==> config.mk <==
export PLATFORM = sky130hd
export DESIGN_NAME = io_region_wait_gen
export DESIGN_NICKNAME = d
export VERILOG_FILES = /design/src/rtl/io_region_wait_pkg.sv /design/src/rtl/io_wait_cfg_reg.sv /design/src/rtl/io_region_sel.sv /design/src/rtl/io_access_seq.sv /design/src/rtl/io_region_wait_gen.sv
export SDC_FILE = /design/constraint.sdc
export NUM_CORES = 1
export LEC_CHECK = 0
export ABC_AREA = 1
export BUFFER_PORTS_ARGS = -buffer_cell sky130_fd_sc_hd__buf_2
export CORE_UTILIZATION = 40
export CTS_CLUSTER_SIZE = 14
export DETAILED_ROUTE_END_ITERATION = 6
export GPL_TIMING_DRIVEN = 1
export PLACE_DENSITY = 0.86
export SYNTH_ARGS = -nofsm -noshare
export SYNTH_HDL_FRONTEND = slang
export SYNTH_SLANG_ARGS = --single-unit
==> constraint.sdc <==
create_clock -name clk -period 1.25 [get_ports clk]
set_input_delay 0.0625 -clock clk [delete_from_list [all_inputs] [get_ports clk]]
set_output_delay 0.0625 -clock clk [all_outputs]
set_load 0.02 [all_outputs]
==> src/rtl/io_region_wait_pkg.sv <==
package io_region_wait_pkg;

    // Default geometry of the I/O space and of the wait control word.
    localparam int IO_ADDR_W   = 11;
    localparam int EXT_ADDR_W  = 14;
    localparam int DATA_W      = 16;
    localparam int REGION_N    = 4;
    localparam int WAIT_W      = 3;
    localparam logic [EXT_ADDR_W-1:0] CFG_WORD_ADDR = 14'h3FFE;

    // Sequencer state.
    typedef enum logic [0:0] {
        SEQ_IDLE = 1'b0,
        SEQ_BUSY = 1'b1
    } seq_state_e;

    // Lowest bit position of a wait field inside the packed field vector.
    function automatic int field_lsb(input int idx, input int ww);
        return idx * ww;
    endfunction

endpackage

==> src/rtl/io_wait_cfg_reg.sv <==
module io_wait_cfg_reg
    import io_region_wait_pkg::*;
#(
    parameter int EXT_AW   = EXT_ADDR_W,
    parameter int DW       = DATA_W,
    parameter int NREG     = REGION_N,
    parameter int WW       = WAIT_W,
    parameter logic [EXT_AW-1:0] CFG_ADDR = CFG_WORD_ADDR
) (
    input  logic                 clk,
    input  logic                 rst,
    input  logic                 cfg_wr_en,
    input  logic [EXT_AW-1:0]    cfg_addr,
    input  logic [DW-1:0]        cfg_wdata,
    output logic [NREG*WW-1:0]   region_waits,
    output logic [DW-1:0]        cfg_word
);
    localparam int REGION_BITS = NREG * WW;
    localparam int DM_LSB      = REGION_BITS;
    localparam int RSVD_LSB    = REGION_BITS + WW;

    logic          hit;
    logic [WW-1:0] dm_wait_q;
    logic          unused_rsvd_bits;

    assign hit = cfg_wr_en && (cfg_addr == CFG_ADDR);

    // One register per region field.
    for (genvar g = 0; g < NREG; g++) begin : g_field
        logic [WW-1:0] field_q;
        always_ff @(posedge clk) begin
            if (rst) begin
                field_q <= '1;
            end else if (hit) begin
                field_q <= cfg_wdata[field_lsb(g, WW) +: WW];
            end
        end
        assign region_waits[field_lsb(g, WW) +: WW] = field_q;
    end

    // Data-memory wait field: stored and read back only.
    always_ff @(posedge clk) begin
        if (rst) begin
            dm_wait_q <= '1;
        end else if (hit) begin
            dm_wait_q <= cfg_wdata[DM_LSB +: WW];
        end
    end

    // Reserved bits carry no storage.
    assign unused_rsvd_bits = ^cfg_wdata[DW-1:RSVD_LSB];

    always_comb begin
        cfg_word                  = '0;
        cfg_word[RSVD_LSB-1:0]    = {dm_wait_q, region_waits};
    end

endmodule

==> src/rtl/io_region_sel.sv <==
module io_region_sel
    import io_region_wait_pkg::*;
#(
    parameter int NREG = REGION_N,
    parameter int WW   = WAIT_W,
    localparam int SEL_W = $clog2(NREG)
) (
    input  logic [NREG*WW-1:0] region_waits,
    input  logic [SEL_W-1:0]   region_idx,
    output logic [WW-1:0]      wait_cnt
);
    always_comb begin
        wait_cnt = '0;
        for (int i = 0; i < NREG; i++) begin
            if (region_idx == SEL_W'(i)) begin
                wait_cnt = region_waits[field_lsb(i, WW) +: WW];
            end
        end
    end

endmodule

==> src/rtl/io_access_seq.sv <==
module io_access_seq
    import io_region_wait_pkg::*;
#(
    parameter int IO_AW  = IO_ADDR_W,
    parameter int EXT_AW = EXT_ADDR_W,
    parameter int DW     = DATA_W,
    parameter int WW     = WAIT_W
) (
    input  logic              clk,
    input  logic              rst,
    input  logic              req_valid,
    input  logic              req_write,
    input  logic [IO_AW-1:0]  req_addr,
    input  logic [DW-1:0]     req_wdata,
    input  logic [WW-1:0]     wait_cnt,
    input  logic [DW-1:0]     ext_rdata,
    output logic [EXT_AW-1:0] ext_addr,
    output logic [DW-1:0]     ext_wdata,
    output logic              io_sel,
    output logic              rd_strobe,
    output logic              wr_strobe,
    output logic              ack,
    output logic [DW-1:0]     rd_data
);
    localparam int PAD_W = EXT_AW - IO_AW;

    typedef struct packed {
        logic             wr;
        logic [IO_AW-1:0] addr;
        logic [DW-1:0]    wdata;
    } acc_ctx_t;

    seq_state_e    state_q;
    logic [WW-1:0] cnt_q;
    acc_ctx_t      ctx_q;
    logic [DW-1:0] rd_data_q;
    logic          busy;
    logic          last_cycle;

    assign busy       = (state_q == SEQ_BUSY);
    assign last_cycle = busy && (cnt_q == '0);

    always_ff @(posedge clk) begin
        if (rst) begin
            state_q   <= SEQ_IDLE;
            cnt_q     <= '0;
            ctx_q     <= '0;
            rd_data_q <= '0;
        end else begin
            unique case (state_q)
                SEQ_IDLE: begin
                    if (req_valid) begin
                        state_q     <= SEQ_BUSY;
                        cnt_q       <= wait_cnt;
                        ctx_q.wr    <= req_write;
                        ctx_q.addr  <= req_addr;
                        ctx_q.wdata <= req_wdata;
                    end
                end
                SEQ_BUSY: begin
                    if (cnt_q == '0) begin
                        state_q <= SEQ_IDLE;
                        if (!ctx_q.wr) begin
                            rd_data_q <= ext_rdata;
                        end
                    end else begin
                        cnt_q <= cnt_q - 1'b1;
                    end
                end
                default: state_q <= SEQ_IDLE;
            endcase
        end
    end

    always_comb begin
        io_sel    = busy;
        rd_strobe = busy && !ctx_q.wr;
        wr_strobe = busy && ctx_q.wr;
        ack       = last_cycle;
        ext_addr  = busy ? {{PAD_W{1'b0}}, ctx_q.addr} : '0;
        ext_wdata = (busy && ctx_q.wr) ? ctx_q.wdata : '0;
        rd_data   = rd_data_q;
    end

endmodule

==> src/rtl/io_region_wait_gen.sv <==
module io_region_wait_gen
    import io_region_wait_pkg::*;
#(
    parameter int IO_AW  = IO_ADDR_W,
    parameter int EXT_AW = EXT_ADDR_W,
    parameter int DW     = DATA_W,
    parameter int NREG   = REGION_N,
    parameter int WW     = WAIT_W,
    parameter logic [EXT_AW-1:0] CFG_ADDR = CFG_WORD_ADDR
) (
    input  logic              clk,
    input  logic              rst,
    input  logic              cfg_wr_en,
    input  logic [EXT_AW-1:0] cfg_addr,
    input  logic [DW-1:0]     cfg_wdata,
    output logic [DW-1:0]     cfg_rdata,
    input  logic              req_valid,
    input  logic              req_write,
    input  logic [IO_AW-1:0]  req_addr,
    input  logic [DW-1:0]     req_wdata,
    output logic              ack,
    output logic [DW-1:0]     rd_data,
    output logic [EXT_AW-1:0] ext_addr,
    output logic [DW-1:0]     ext_wdata,
    input  logic [DW-1:0]     ext_rdata,
    output logic              io_sel,
    output logic              rd_strobe,
    output logic              wr_strobe
);
    localparam int SEL_W = $clog2(NREG);

    logic [NREG*WW-1:0] region_waits;
    logic [WW-1:0]      sel_wait;
    logic [SEL_W-1:0]   region_idx;

    assign region_idx = req_addr[IO_AW-1 -: SEL_W];

    io_wait_cfg_reg #(
        .EXT_AW   (EXT_AW),
        .DW       (DW),
        .NREG     (NREG),
        .WW       (WW),
        .CFG_ADDR (CFG_ADDR)
    ) u_cfg (
        .clk          (clk),
        .rst          (rst),
        .cfg_wr_en    (cfg_wr_en),
        .cfg_addr     (cfg_addr),
        .cfg_wdata    (cfg_wdata),
        .region_waits (region_waits),
        .cfg_word     (cfg_rdata)
    );

    io_region_sel #(
        .NREG (NREG),
        .WW   (WW)
    ) u_sel (
        .region_waits (region_waits),
        .region_idx   (region_idx),
        .wait_cnt     (sel_wait)
    );

    io_access_seq #(
        .IO_AW  (IO_AW),
        .EXT_AW (EXT_AW),
        .DW     (DW),
        .WW     (WW)
    ) u_seq (
        .clk       (clk),
        .rst       (rst),
        .req_valid (req_valid),
        .req_write (req_write),
        .req_addr  (req_addr),
        .req_wdata (req_wdata),
        .wait_cnt  (sel_wait),
        .ext_rdata (ext_rdata),
        .ext_addr  (ext_addr),
        .ext_wdata (ext_wdata),
        .io_sel    (io_sel),
        .rd_strobe (rd_strobe),
        .wr_strobe (wr_strobe),
        .ack       (ack),
        .rd_data   (rd_data)
    );

endmodule

==> results.cfg, run 1 <==
[placement]
place_ws_ps = -38.43
portBuffers = 138
dpl.hpwl_um = 4912
place_congestion = 0.7838

[floorplanning]
io_pins = 144
die_w_um = 83.72
die_h_um = 83.72
coreArea_um2 = 6386
placement_rows = 29
die_area_um2 = 7009
start_util_pct = 41.83

[clock_tree]
cts_tree = built
clock-root-buffer = clkbuf_8
cts_buffer_depth = 2
cts_inserted_buffers = 9
clk_pin_slew_ps = 70
clk_latency_ps = 320
cts_htree_levels = 3
clock_sinks = 63

[synth]
synth-async-reset-ratio_pct = 0
synth_cells = 375
ys_warn_count = 0
yosysTopAreaCellShare_pct = 47.21
synth_edf_count = 0
synth-main-ff-cell = dfxtp_1
ys_types = 25
netlist_area_um2 = 2671
avgSynthCellArea_um2 = 7.123
synth_area_leaders = dfxtp_1 47%, nor2_1 11%, nand2_1 9.1%
synth_common_cells = 77 x nor2_1, 65 x nand2_1, 63 x dfxtp_1
ys_seq_elements = 63
synth_top_area_cell = dfxtp_1
yosysMostFrequentCell = nor2_1
ys_seq_area_share_pct = 47.21

[setup_path]
crit_path_max_fanout = 8
path_cells = nand2_4 -> clkbuf_16 -> nor2_4 -> buf_6
crit_required_ps = 1190
max_stage_delay_ps = 390
critPathArrivalTime_ps = 1240
worstSetupPathType = flop to output port
start_kind = flop
worstSetupEndpointType = output port
cp_slowest_cell = dfxtp_4

[global_routing]
antenna_found_initial = 0
grt_max_degree = 43
use_met3_pct = 4.946
grt_usage_pct = 22.90
grt_use_met2_pct = 41.91
use_met1_pct = 24.41
grt_pass1_vias = 2974
grt.overflow.total = 0
grt-busiest-layer = met2
grt_pass1_wl_um = 12970

[cells_and_area]
area_delta_synth_final_pct = 65.76
num_antenna_cells = 0
ff_latch_area_um2 = 1271
fillers = 487
multiInputGateArea_um2 = 1272
nets = 641
drive_gt1_share_pct = 36.46

[route]
wl_per_cell_um = 13.40
vias = 3095
drc = 0
drtAntennaViolNets = 0
dr.pass1.iters = 5
viasPerCell = 4.821
dr.first_iter.drc_count = 96
wirelength_um = 8605

[pwr]
p_seq_share_pct = 43.7
cellLeakagePower_uw = 0.002234
pwr-share-clk_pct = 33.8
p_per_area_nw_per_um2 = 1167
intPower_uw = 3702
comb_power_share_pct = 22.5
switching_share_pct = 28.35
ir_worst_vdd_uv = 788.2
power.switching_uw = 1465

[sta]
post-route-min-period_ps = 1301
drv_slew = 0
rsz0062_at_grt = yes
setup_viol_count_final = 8
fmax_mhz = 768.4
final_hold_viol_count = 0
fin_setup_tns_ps = -206.0
post-route-period-util_pct = 104.1
fin_skew_ps = 6.202
finalWorstSetupSlack_ps = -51.33

[status]
status = complete, but fails checks
violations = setup timing

[flow_run]
drv_cap = 0

[hold_path]
worstHoldPathType = input port to flop
[cells in the final DEF, fill, tap and decap left out, types with 2 or more instances in the layout]
master / n
buf_2: 119
nand2_1: 64
nor2_1: 59
dfxtp_1: 59
dlygate4sd3_1: 42
o21ai_0: 37
inv_1: 34
nand3_1: 23
a21oi_1: 22
buf_6: 20
nor2_4: 18
clkbuf_8: 11
buf_4: 10
o21ai_1: 9
inv_2: 4
nor2_2: 4
conb_1: 4
buf_12: 3
inv_4: 2
clkbuf_16: 2
dfxtp_2: 2
dfxtp_4: 2
[worst max-delay path: cells and delay by family, from the launching register on]
kind	cells	cell delay, ps
buf+inv	2	330
simple gates	2	200
flops	1	390
[per-stage QoR]
step | utilization, % | instance area, um2 | hold slack [ps] | power (uW) | instances
floorplan | - | 2684 | 131.6 | 2841 | 378
global placement | 53.88 | 3441 | 272.4 | 3136 | 579
CTS | 65.44 | 4179 | 5.867 | 5105 | 638
detailed placement | 53.88 | 3441 | 279.0 | 3170 | 579
finish | 69.34 | 4428 | 17.90 | 5167 | 642
global route | 69.34 | 4428 | 6.778 | 5438 | 642
[sequential cells by signal, indices dropped and copies added (netlist names)]
signal                 count
u_cfg.dm_wait_q            3
u_seq.io_sel               1
u_seq.cnt_q                3
u_seq.rd_data             16
u_cfg.g_field.field_q     12
u_seq.ctx_q               28
[cell type report]
| class | instances | area share (%) |
|---|---|---|
| timing repair buffer | 196 | 32.21 |
| multi-input combinational | 250 | 28.74 |
| inverter | 41 | 3.702 |
| tap | 77 | 2.176 |
| clock buffer | 12 | 3.504 |
| clock inverter | 3 | 0.9607 |
| sequential | 63 | 28.71 |
[logic make-up after synthesis]
| kind of cell | after synthesis | share of synthesized area (%) |
|---|---|---|
| other | 1 | 0.1404 |
| and+or+nand+nor | 173 | 26.98 |
| AOI/OAI and AO/OA | 70 | 13.30 |
| adders and majority gates | 2 | 0.9366 |
| DFF | 63 | 47.21 |
| buffers and inverters | 65 | 11.10 |
| xor gates and xnor gates | 1 | 0.3279 |
[power groups by stage]
stage	registers, uW	clock network [uW]	logic [uW]
detailed placement	2290	0	881
global route	2270	1900	1270
floorplan	2350	0	489
CTS	2250	1800	1050
global placement	2280	0	854
finish	2260	1750	1160
[timing repair]
action / 4_1_cts / 5_1_grt
endpoints found under the setup margin: 41 / 55
hold buffers: 42 / 0
gates cloned: 0 / 2
hold endpoints to repair: 43 / 0
buffers inserted: 2 / 2
resized for setup: 38 / 59
pin swaps: 1 / 1
[path summary, 6_finish.rpt]
check,endpoint,depth (start not counted),slack (ps),startpoint
max,ext_wdata[14],4,-50,u_seq.io_sel
min reg2reg,u_seq.cnt_q[1],2,470,u_seq.cnt_q[1]
max reg2reg,u_seq.ctx_q[2],5,30,u_seq.io_sel
min,u_seq.ctx_q[4],3,20,req_wdata[4]
[per-layer routing]
metal | vias up | wire length (um)
li1 | 1532 | -
met1 | 1381 | 3257
met2 | 151 | 4515
met3 | 31 | 550
met4 | 0 | 281
met5 | - | 0
Note: power is estimated with default switching activity, not from simulation.
==> run 2, diff against run 1 <==
--- a/config.mk
+++ b/config.mk
@@ -10,7 +10,7 @@
 export CORE_UTILIZATION = 40
 export CTS_CLUSTER_SIZE = 14
 export DETAILED_ROUTE_END_ITERATION = 6
-export GPL_TIMING_DRIVEN = 1
+export GPL_TIMING_DRIVEN = 0
 export PLACE_DENSITY = 0.86
 export SYNTH_ARGS = -nofsm -noshare
 export SYNTH_HDL_FRONTEND = slang
==> results.cfg, run 2 (synthesis results as in run 1) <==
[pwr]
power_uw = 5223
cellLeakagePower_uw = 0.002320
p_per_area_nw_per_um2 = 1136
ir_worst_vdd_uv = 730.4

[floorplanning]
coreArea_um2 = 6386
start_util_pct = 41.83
die_area_um2 = 7009
die_h_um = 83.72
die_w_um = 83.72
placement_rows = 29
io_pins = 144

[cells_and_area]
fin_area_um2 = 4598
mostFrequentLayoutCell = buf_2
fillers = 479
drive_gt1_share_pct = 39.86
largest_reg_flops = 28
multiInputGateArea_um2 = 1269
nets = 664
ff_latch_area_um2 = 1269
area_delta_synth_final_pct = 72.13
top_register = u_seq.ctx_q
final_cell_mix = 108 x buf_2, 63 x nand2_1, 59 x nor2_1, 59 x dfxtp_1, 42 x dlygate4sd3_1

[clock_tree]
clk_pin_slew_ps = 70
clock_sinks = 63
clk_latency_ps = 320
clock-root-buffer = clkbuf_8
cts_htree_levels = 3
cts_inserted_buffers = 9
cts_tree = built
cts_buffer_depth = 2

[global_routing]
grt_pass1_wl_um = 13500
grt_pass1_vias = 3012
grt_usage_pct = 24.03
grt.overflow.total = 0
grt_max_degree = 11
antenna_found_initial = 0

[status]
status = complete, but fails checks
violations = setup timing

[setup_path]
crit_required_ps = 1190
worstSetupPathType = flop to output port
worstSetupEndpointType = output port
critPathArrivalTime_ps = 1280
cp_slowest_cell = dfxtp_2
start_kind = flop
critPathTopFamily = buffers and inverters
path_cells = buf_8 -> nand2_8 -> buf_6 -> nor2_2 -> buf_4
crit_path_max_fanout = 5
max_stage_delay_ps = 340
path_buf_inv = 3

[route]
wl_per_cell_um = 13.62
viasPerCell = 4.738
drc = 0
wirelength_um = 9058
drtAntennaViolNets = 0
vias = 3151
dr.pass1.iters = 4
dr.first_iter.drc_count = 158

[sta]
final_hold_viol_count = 0
setup_viol_count_final = 41
max_slew_margin_pct = 60.99
drv_slew = 0
fin_skew_ps = 3.722
rsz0062_at_grt = yes
finalWorstSetupSlack_ps = -93.04
tightest_slew_ps = 585.2
hold_slack_ps = 13.57
post-route-min-period_ps = 1343
fmax_mhz = 744.6
post-route-period-util_pct = 107.4

[flow_run]
drv_cap = 0

[placement]
place_ws_ps = -181.5
placed_area_um2 = 3461
portBuffers = 136
dpl.hpwl_um = 5224
place_congestion = 0.8246

[hold_path]
worstHoldPathType = input port to flop
[run 2: area by class of cell]
cell class	count	share of cell area, %
clock buffer	14	3.973
buffer	24	4.408
tap	77	2.095
inverter	41	3.565
antenna	1	0.05442
multi-input combinational	251	27.59
sequential	63	27.59
timing repair buffer	194	30.72
[run 2: worst paths after layout]
| kind | startpoint | end | slack, ps | cells after the start |
|---|---|---|---|---|
| worst min-delay path | req_wdata[7] | u_seq.ctx_q[7] | 10 | 3 |
| worst max-delay path | u_seq.io_sel | ext_wdata[0] | -90 | 5 |
| worst max register to register | u_seq.cnt_q[1] | u_seq.rd_data[13] | -70 | 8 |
| worst min register to register | u_seq.ctx_q[9] | u_seq.ctx_q[9] | 460 | 2 |
[run 2: per-layer routing]
layer,global-route usage (%),share of wire (%)
met2,43.46,55
met3,4.550,3.7
met1,27.54,40
met4,10.02,1.8
met5,0,0
[run 2: tightest hold or removal path, stage by stage]
cell and delay (ps):
buf_2 80, o21ai_1 60, a21oi_1 100
[run 2: report_power, final]
| group | total [uW] | switching (uW) | internal [uW] |
|---|---|---|---|
| registers | 2260 | 88.9 | 2170 |
| logic | 1340 | 703 | 634 |
| clock network | 1620 | 706 | 917 |
[run 2: stage by stage]
step	std cells	TNS [ps]	util, %
2_1_floorplan	378	0	-
3_5_place_dp	591	-2107	54.19
6_report	665	-1504	72.00
5_1_grt	664	-5079	71.96
3_3_place_gp	591	-1573	54.19
4_1_cts	656	-677.7	67.12
[run 2: timing repair]
action,CTS,global route
gates cloned,1,3
setup endpoints to repair,46,68
hold buffers,42,0
endpoints found under the hold margin,43,0
resized for setup,62,77
pin swaps,4,6
buffers inserted,8,5
